**src/rtl/pci_init_pkg.sv**
```systemverilog
package pci_init_pkg;

  typedef enum logic [2:0] {
    S_IDLE,
    S_LOAD,
    S_ARB,
    S_ADDR,
    S_DATA
  } ini_state_t;

  // bus command: bit2 selects memory space, bit0 selects write
  function automatic logic [3:0] pick_cmd(input logic mem, input logic wr);
    return {1'b0, mem, 1'b1, wr};
  endfunction

endpackage

```
**src/rtl/pci_wr_buffer.sv**
```systemverilog
module pci_wr_buffer #(
  parameter int DW    = 32,
  parameter int DEPTH = 64
) (
  input  logic                     clk,
  input  logic                     we,
  input  logic [$clog2(DEPTH)-1:0] waddr,
  input  logic [DW-1:0]            wdata,
  input  logic [$clog2(DEPTH)-1:0] raddr,
  output logic [DW-1:0]            rdata
);

  logic [DW-1:0] mem [DEPTH];

  always_ff @(posedge clk) begin
    if (we) mem[waddr] <= wdata;
    rdata <= mem[raddr];
  end

endmodule

```
**src/rtl/pci_par_gen.sv**
```systemverilog
module pci_par_gen #(
  parameter int AD_W  = 32,
  parameter int CBE_W = 4
) (
  input  logic             clk,
  input  logic             rst,
  input  logic [AD_W-1:0]  ad,
  input  logic [CBE_W-1:0] cbe,
  input  logic             drive,
  output logic             par,
  output logic             par_oe
);

  always_ff @(posedge clk) begin
    if (rst) begin
      par    <= 1'b0;
      par_oe <= 1'b0;
    end else begin
      par    <= ^{ad, cbe};
      par_oe <= drive;
    end
  end

endmodule

```
**src/rtl/pci_devsel_timer.sv**
```systemverilog
module pci_devsel_timer #(
  parameter int LIMIT = 5
) (
  input  logic clk,
  input  logic rst,
  input  logic clear,
  input  logic active,
  input  logic devsel,
  output logic seen,
  output logic expired
);

  localparam int CW = $clog2(LIMIT + 1);

  logic [CW-1:0] cnt;

  always_ff @(posedge clk) begin
    if (rst || clear) begin
      cnt  <= '0;
      seen <= 1'b0;
    end else if (active) begin
      if (devsel) seen <= 1'b1;
      if (cnt != CW'(LIMIT)) cnt <= cnt + CW'(1);
    end
  end

  assign expired = active && !seen && !devsel && (cnt == CW'(LIMIT - 1));

  // once a target has claimed the transaction it stays claimed
  a_r8_seen_holds: assert property (@(posedge clk) disable iff (rst)
    (seen && !clear) |=> seen);

endmodule

```
**src/rtl/pci_burst_initiator.sv**
```systemverilog
module pci_burst_initiator
  import pci_init_pkg::*;
#(
  parameter int AD_W         = 32,
  parameter int BE_W         = 4,
  parameter int LEN_W        = 6,
  parameter int DEVSEL_LIMIT = 5
) (
  input  logic             clk,
  input  logic             rst,
  input  logic             be_hint,
  input  logic             be_strobe,
  input  logic [AD_W-1:0]  be_adin,
  input  logic             be_wvalid,
  input  logic             be_write,
  input  logic             be_mem,
  input  logic [BE_W-1:0]  be_byten,
  input  logic [LEN_W-1:0] be_len,
  output logic             be_rdy,
  output logic [AD_W-1:0]  be_rdata,
  output logic             be_done,
  output logic             be_boff,
  output logic             pci_req,
  input  logic             pci_gnt,
  output logic             pci_frame,
  output logic             pci_irdy,
  output logic [AD_W-1:0]  pci_ad_out,
  output logic             pci_ad_oe,
  output logic [BE_W-1:0]  pci_cbe,
  output logic             pci_par,
  output logic             pci_par_oe,
  input  logic [AD_W-1:0]  pci_ad_in,
  input  logic             pci_trdy,
  input  logic             pci_stop,
  input  logic             pci_devsel
);

  localparam int MAX_LEN = 2 ** LEN_W;
  localparam int CNT_W   = LEN_W + 1;
  localparam int PTR_W   = $clog2(MAX_LEN);

  ini_state_t       st;
  logic [AD_W-1:0]  addr_q;
  logic [3:0]       cmd_q;
  logic [BE_W-1:0]  byten_q;
  logic             wr_q;
  logic             show_addr;
  logic [CNT_W-1:0] left_q;
  logic [CNT_W-1:0] load_q;
  logic [PTR_W-1:0] rd_ptr;
  logic [PTR_W-1:0] rd_ptr_n;
  logic [AD_W-1:0]  buf_q;
  logic [CNT_W-1:0] len_full;
  logic             dev_seen;
  logic             tmo_exp;
  logic             t_abort;
  logic             any_abort;
  logic             xfer;

  assign len_full  = (be_len == '0) ? CNT_W'(MAX_LEN) : {1'b0, be_len};
  assign xfer      = (st == S_DATA) && pci_trdy;
  assign t_abort   = (st == S_DATA) && pci_stop && !pci_devsel && dev_seen;
  assign any_abort = tmo_exp || t_abort;
  assign rd_ptr_n  = (st == S_IDLE) ? '0 :
                     (xfer && !any_abort) ? rd_ptr + PTR_W'(1) : rd_ptr;
  assign pci_ad_out = show_addr ? addr_q : buf_q;

  pci_wr_buffer #(.DW(AD_W), .DEPTH(MAX_LEN)) u_wbuf (
    .clk   (clk),
    .we    ((st == S_LOAD) && be_wvalid),
    .waddr (load_q[PTR_W-1:0]),
    .wdata (be_adin),
    .raddr (rd_ptr_n),
    .rdata (buf_q)
  );

  pci_par_gen #(.AD_W(AD_W), .CBE_W(BE_W)) u_par (
    .clk    (clk),
    .rst    (rst),
    .ad     (pci_ad_out),
    .cbe    (pci_cbe),
    .drive  (pci_ad_oe),
    .par    (pci_par),
    .par_oe (pci_par_oe)
  );

  pci_devsel_timer #(.LIMIT(DEVSEL_LIMIT)) u_tmo (
    .clk     (clk),
    .rst     (rst),
    .clear   (st == S_ADDR),
    .active  (st == S_DATA),
    .devsel  (pci_devsel),
    .seen    (dev_seen),
    .expired (tmo_exp)
  );

  always_ff @(posedge clk) begin
    if (rst) begin
      st        <= S_IDLE;
      addr_q    <= '0;
      cmd_q     <= '0;
      byten_q   <= '0;
      wr_q      <= 1'b0;
      show_addr <= 1'b0;
      left_q    <= '0;
      load_q    <= '0;
      rd_ptr    <= '0;
      be_rdy    <= 1'b0;
      be_rdata  <= '0;
      be_done   <= 1'b0;
      be_boff   <= 1'b0;
      pci_req   <= 1'b0;
      pci_frame <= 1'b0;
      pci_irdy  <= 1'b0;
      pci_ad_oe <= 1'b0;
      pci_cbe   <= '0;
    end else begin
      be_rdy  <= 1'b0;
      be_done <= 1'b0;
      be_boff <= 1'b0;
      rd_ptr  <= rd_ptr_n;
      if (be_strobe && st != S_IDLE) be_boff <= 1'b1;
      case (st)
        S_IDLE: begin
          pci_req <= be_hint | be_strobe;
          load_q  <= '0;
          if (be_strobe) begin
            addr_q  <= be_adin;
            cmd_q   <= pick_cmd(be_mem, be_write);
            byten_q <= be_byten;
            wr_q    <= be_write;
            left_q  <= len_full;
            st      <= be_write ? S_LOAD : S_ARB;
          end
        end
        S_LOAD: begin
          if (be_wvalid) begin
            load_q <= load_q + CNT_W'(1);
            if (load_q == left_q - CNT_W'(1)) begin
              be_rdy <= 1'b1;
              st     <= S_ARB;
            end
          end
        end
        S_ARB: begin
          pci_req <= 1'b1;
          if (pci_gnt) begin
            pci_req   <= 1'b0;
            pci_frame <= 1'b1;
            pci_ad_oe <= 1'b1;
            show_addr <= 1'b1;
            pci_cbe   <= cmd_q;
            st        <= S_ADDR;
          end
        end
        S_ADDR: begin
          show_addr <= 1'b0;
          pci_irdy  <= 1'b1;
          pci_frame <= (left_q != CNT_W'(1));
          pci_cbe   <= byten_q;
          pci_ad_oe <= wr_q;
          st        <= S_DATA;
        end
        S_DATA: begin
          if (any_abort) begin
            pci_frame <= 1'b0;
            pci_irdy  <= 1'b0;
            pci_ad_oe <= 1'b0;
            be_done   <= 1'b1;
            be_boff   <= 1'b1;
            st        <= S_IDLE;
          end else if (xfer) begin
            addr_q <= addr_q + AD_W'(4);
            left_q <= left_q - CNT_W'(1);
            if (!wr_q) begin
              be_rdata <= pci_ad_in;
              be_rdy   <= 1'b1;
            end
            if (left_q == CNT_W'(1)) begin
              pci_frame <= 1'b0;
              pci_irdy  <= 1'b0;
              pci_ad_oe <= 1'b0;
              be_done   <= 1'b1;
              st        <= S_IDLE;
            end else if (pci_stop) begin
              pci_frame <= 1'b0;
              pci_irdy  <= 1'b0;
              pci_ad_oe <= 1'b0;
              pci_req   <= 1'b1;
              st        <= S_ARB;
            end else begin
              pci_frame <= (left_q != CNT_W'(2));
            end
          end else if (pci_stop) begin
            pci_frame <= 1'b0;
            pci_irdy  <= 1'b0;
            pci_ad_oe <= 1'b0;
            pci_req   <= 1'b1;
            st        <= S_ARB;
          end
        end
        default: st <= S_IDLE;
      endcase
    end
  end

  // early request reaches the bus one cycle later
  a_r2_hint_req: assert property (@(posedge clk) disable iff (rst)
    (st == S_IDLE && be_hint) |=> pci_req);

  // outside the address phase FRAME is only ever held with IRDY
  a_r5_frame_with_irdy: assert property (@(posedge clk) disable iff (rst)
    (pci_frame && !show_addr) |-> pci_irdy);

  // done is only reported once the bus has been released
  a_r4_done_bus_free: assert property (@(posedge clk) disable iff (rst)
    be_done |-> (!pci_frame && !pci_irdy));

  // every driven AD cycle is followed by a driven parity cycle
  a_r7_par_follows_ad: assert property (@(posedge clk) disable iff (rst)
    pci_ad_oe |=> pci_par_oe);

  // a strobe while busy is refused with back-off
  a_r10_busy_refused: assert property (@(posedge clk) disable iff (rst)
    (be_strobe && st != S_IDLE) |=> be_boff);

  // a data phase never runs with nothing left to transfer
  a_r1_left_nonzero: assert property (@(posedge clk) disable iff (rst)
    (st == S_DATA) |-> (left_q != '0));

endmodule

```
**config.mk**
```make
export PLATFORM = sky130hd
export DESIGN_NAME = pci_burst_initiator
export DESIGN_NICKNAME = d
export VERILOG_FILES = /design/src/rtl/pci_init_pkg.sv /design/src/rtl/pci_wr_buffer.sv /design/src/rtl/pci_par_gen.sv /design/src/rtl/pci_devsel_timer.sv /design/src/rtl/pci_burst_initiator.sv
export SDC_FILE = /design/constraint.sdc
export NUM_CORES = 2
export LEC_CHECK = 0
export ABC_CLOCK_PERIOD_IN_PS = 8100
export BUFFER_PORTS_ARGS = -buffer_cell sky130_fd_sc_hd__buf_2
export CELL_PAD_IN_SITES_DETAIL_PLACEMENT = 0
export CELL_PAD_IN_SITES_GLOBAL_PLACEMENT = 1
export CORE_UTILIZATION = 56
export DETAILED_ROUTE_END_ITERATION = 8
export PLACE_DENSITY_LB_ADDON = 0.1
export SYNTH_ARGS = -nofsm -noshare
export SYNTH_HDL_FRONTEND = slang
export SYNTH_SLANG_ARGS = --single-unit
```
**constraint.sdc**
```tcl
create_clock -name clk -period 8.1 [get_ports clk]
set_input_delay 0.81 -clock clk [delete_from_list [all_inputs] [get_ports clk]]
set_output_delay 0.81 -clock clk [all_outputs]
set_load 0.02 [all_outputs]
```
==> flow_metrics.tcl <==
set metrics [dict create \
    initial_core_util_pct 56.4 \
    vias_per_cell 6.56 \
    die-area_um2 157000 \
    hold_buffers 0 \
    synth_top_area_share_pct 70.9 \
    critPathMaxStageDelay_ns 0.93 \
    die_h_um 396 \
    synth-seq-cells 2192 \
    yosys_warnings 0 \
    end_kind "flop" \
    path_class "flop to flop" \
    rows 144 \
    async_flop_share_pct 0 \
    portBuffers 161 \
    gp_congestion 0.872 \
    cts_tree "built" \
    critPathMaxFanout 51 \
    irDropWorstVdd_v 0.000252 \
    timing.slew.headroom_pct 18.2 \
    finalSetupViolCount 0 \
    clock_latency_ns 0.87 \
    grt_use_met1_pct 51.4 \
    dr_total_vias 57900 \
    synth_edf_count 2048 \
    fin_tns_setup_ns 0 \
    synthDistinctLibCells 70 \
    fillers 11500 \
    rsz0062_at_grt "no" \
    drive_gt1_share_pct 11.8 \
    seq_area_um2 64400 \
    cts_buffer_depth 3 \
    finClkSkew_ns 0.0300 \
    hp-class "primary input to flop" \
    post-cts-setup-buffer-count 0 \
    grt_usage_pct 35.8 \
    p_leak_nw 32.4 \
    synth.top_cells.by_area "edfxtp_1, nand2_1, dfxtp_1" \
    cts_made_buffers 218 \
    synth-main-ff-cell "edfxtp_1" \
    cp_cell_sequence "inv_1 > ha_1 > and4bb_2 > o31ai_4 > buf_4 > nand2_4 > nor2_4 > buf_4 > nand3_1 > nand4_1 > nand3_1 > or4_1" \
    drc 0 \
    slew_viol_final 0 \
    hold_violations 0 \
    finalWirelength_mm 283 \
    grt_start_max_net_pins 123 \
    arrival_ns 6.09 \
    synthesis.nets 6542 \
    post-route-util_pct 63.5 \
    yosysMostFrequentCell "edfxtp_1" \
    fin_area_um2 97600 \
    first_pass_iters 8 \
    fmax_ghz 0.186 \
    grt_pass1_wl_mm 396 \
    worst_ep_required_time_ns 8.82 \
    synth_commonest_cells "edfxtp_1, nand2_1, nand3_1" \
    p_per_area_nw_per_um2 236 \
    place_area_um2 90700 \
    grt-ovfl-total 0 \
    die-width_um 396 \
    synth_area_um2 86800 \
    dpl.hpwl_mm 158 \
    use_met2_pct 53.2 \
    ys_seq_area_share_pct 74.2 \
    startpoint_type "flop" \
    grt_util_met3_pct 9.00 \
    cpMaxStageDelayCell "nor2_4" \
    min_period_ns 5.36 \
    h-tree-depth 4 \
    antenna_found_initial 29 \
    core_area_um2 154000 \
    cts.sinks 2192 \
    clkTransAtPathRegs_ns 0.06 \
    p_total_mw 23.0 \
    fin_crit_sh_pct 66.2 \
    drt_iter0_markers 9095 \
    grt_pass1_vias 53500 \
    syn_inst 6448 \
    wl_per_cell_um 32.0 \
    cts_resized 0 \
    synthToLayoutAreaGrowth_pct 12.5 \
    pin_count 162 \
    avgSynthCellArea_um2 13.5 \
    worstMarginPinSlew_ns 1.23 \
    nets 6689 \
    yosys.area.top_type "edfxtp_1" \
    multi_input_comb_area_um2 21300 \
    status "finished clean" \
    drv_cap 0 \
    grt.busiest_layer "met2" \
    root_buffer "clkbuf_16" \
    detail-route-antenna-nets 0 \
]
final timing paths:
path              slack [ns]                     endpoint                      start  depth (start not counted)
hold reg to reg         0.45    be_rdata[14]$_SDFFE_PP0P_  be_rdata[14]$_SDFFE_PP0P_                          2
setup reg to reg        2.74      u_wbuf.rdata[3]$_DFF_P_  u_tmo.cnt[0]$_SDFFE_PP0P_                         12
hold / removal          0.13  u_wbuf.mem[34][5]$_DFFE_PP_                 be_adin[5]                          1
setup / recovery        2.74      u_wbuf.rdata[3]$_DFF_P_  u_tmo.cnt[0]$_SDFFE_PP0P_                         12
per-stage QoR:
step | worst slack, ns | hold WS (ns) | std cells
after floorplan | 4.42 | 0.433 | 6448
after global placement | 2.73 | 0.439 | 8419
after detailed placement | 2.70 | 0.445 | 8419
after CTS | 3.00 | 0.0869 | 8827
after global routing | 2.70 | 0.112 | 8827
final | 2.74 | 0.133 | 8837
worst max-delay path: cells and delay by family (launching register included):
family / cells / cell delay, ns
AOI/OAI and AO/OA: 1 / 0.22
and+or+nand+nor: 7 / 3.28
buffers and inverters: 3 / 1.02
adders and majority gates: 1 / 0.21
DFF: 1 / 0.39
cell usage in the layout, fill, tap and decap left out, types with 40 or more instances in the layout:
cell type,Yosys,final
edfxtp_1,2048,2048
nand2_1,1545,1544
nand3_1,537,537
clkbuf_16,0,223
mux2i_1,214,213
a21oi_1,204,204
buf_4,3,183
buf_2,72,160
nand4_1,158,158
dfxtp_1,144,144
a211oi_1,133,133
a32oi_1,132,132
and3_1,124,124
a31oi_1,118,118
nor2_1,172,93
o21ai_0,82,82
nor2_4,2,75
clkinv_1,0,60
nor3_1,64,57
a22oi_1,51,51
clkbuf_1,282,50
clkinv_2,0,40
sequential cells by signal, indices dropped and copies added (netlist names), 4 cells and up:
| register | flops |
|---|---|
| addr_q | 32 |
| left_q | 7 |
| be_rdata | 32 |
| u_wbuf.rdata | 32 |
| byten_q | 4 |
| rd_ptr | 6 |
| u_wbuf.mem | 2048 |
| load_q | 7 |
| pci_cbe | 4 |
cells by family after synthesis:
family | after synthesis | share of synthesized area (%)
buffers and inverters | 442 | 2.11
muxes | 248 | 2.91
DFF | 2192 | 74.2
xor gates and xnor gates | 40 | 0.577
adders and majority gates | 9 | 0.130
AOI/OAI and AO/OA | 812 | 6.28
and+or+nand+nor | 2705 | 13.8
power breakdown:
part           internal [mW]  switching [mW]  total (mW)  leakage [nW]
combinational          0.232           0.497       0.729          9.47
clock                   5.50            4.31        9.81          3.37
sequential              12.4          0.0714        12.5          19.6
total                   18.2            4.87        23.0          32.4
layer usage:
layer  vias up  wire length (µm)
met5         -                92
met4        16             10600
met3       570             36600
met2      3920            126000
met1     28900            110000
li1      24600                 -
cell type report:
class / instances / share of cell area, %
diodes: 10 / 0.0256
inverters: 13 / 0.0500
flip-flops and latches: 2192 / 65.9
multi-input cells: 3814 / 21.8
clock inverters: 129 / 1.07
clock buffers: 279 / 5.99
repair buffers: 356 / 2.49
well taps: 2044 / 2.62
No activity file was read; power rests on OpenSTA's default activity.
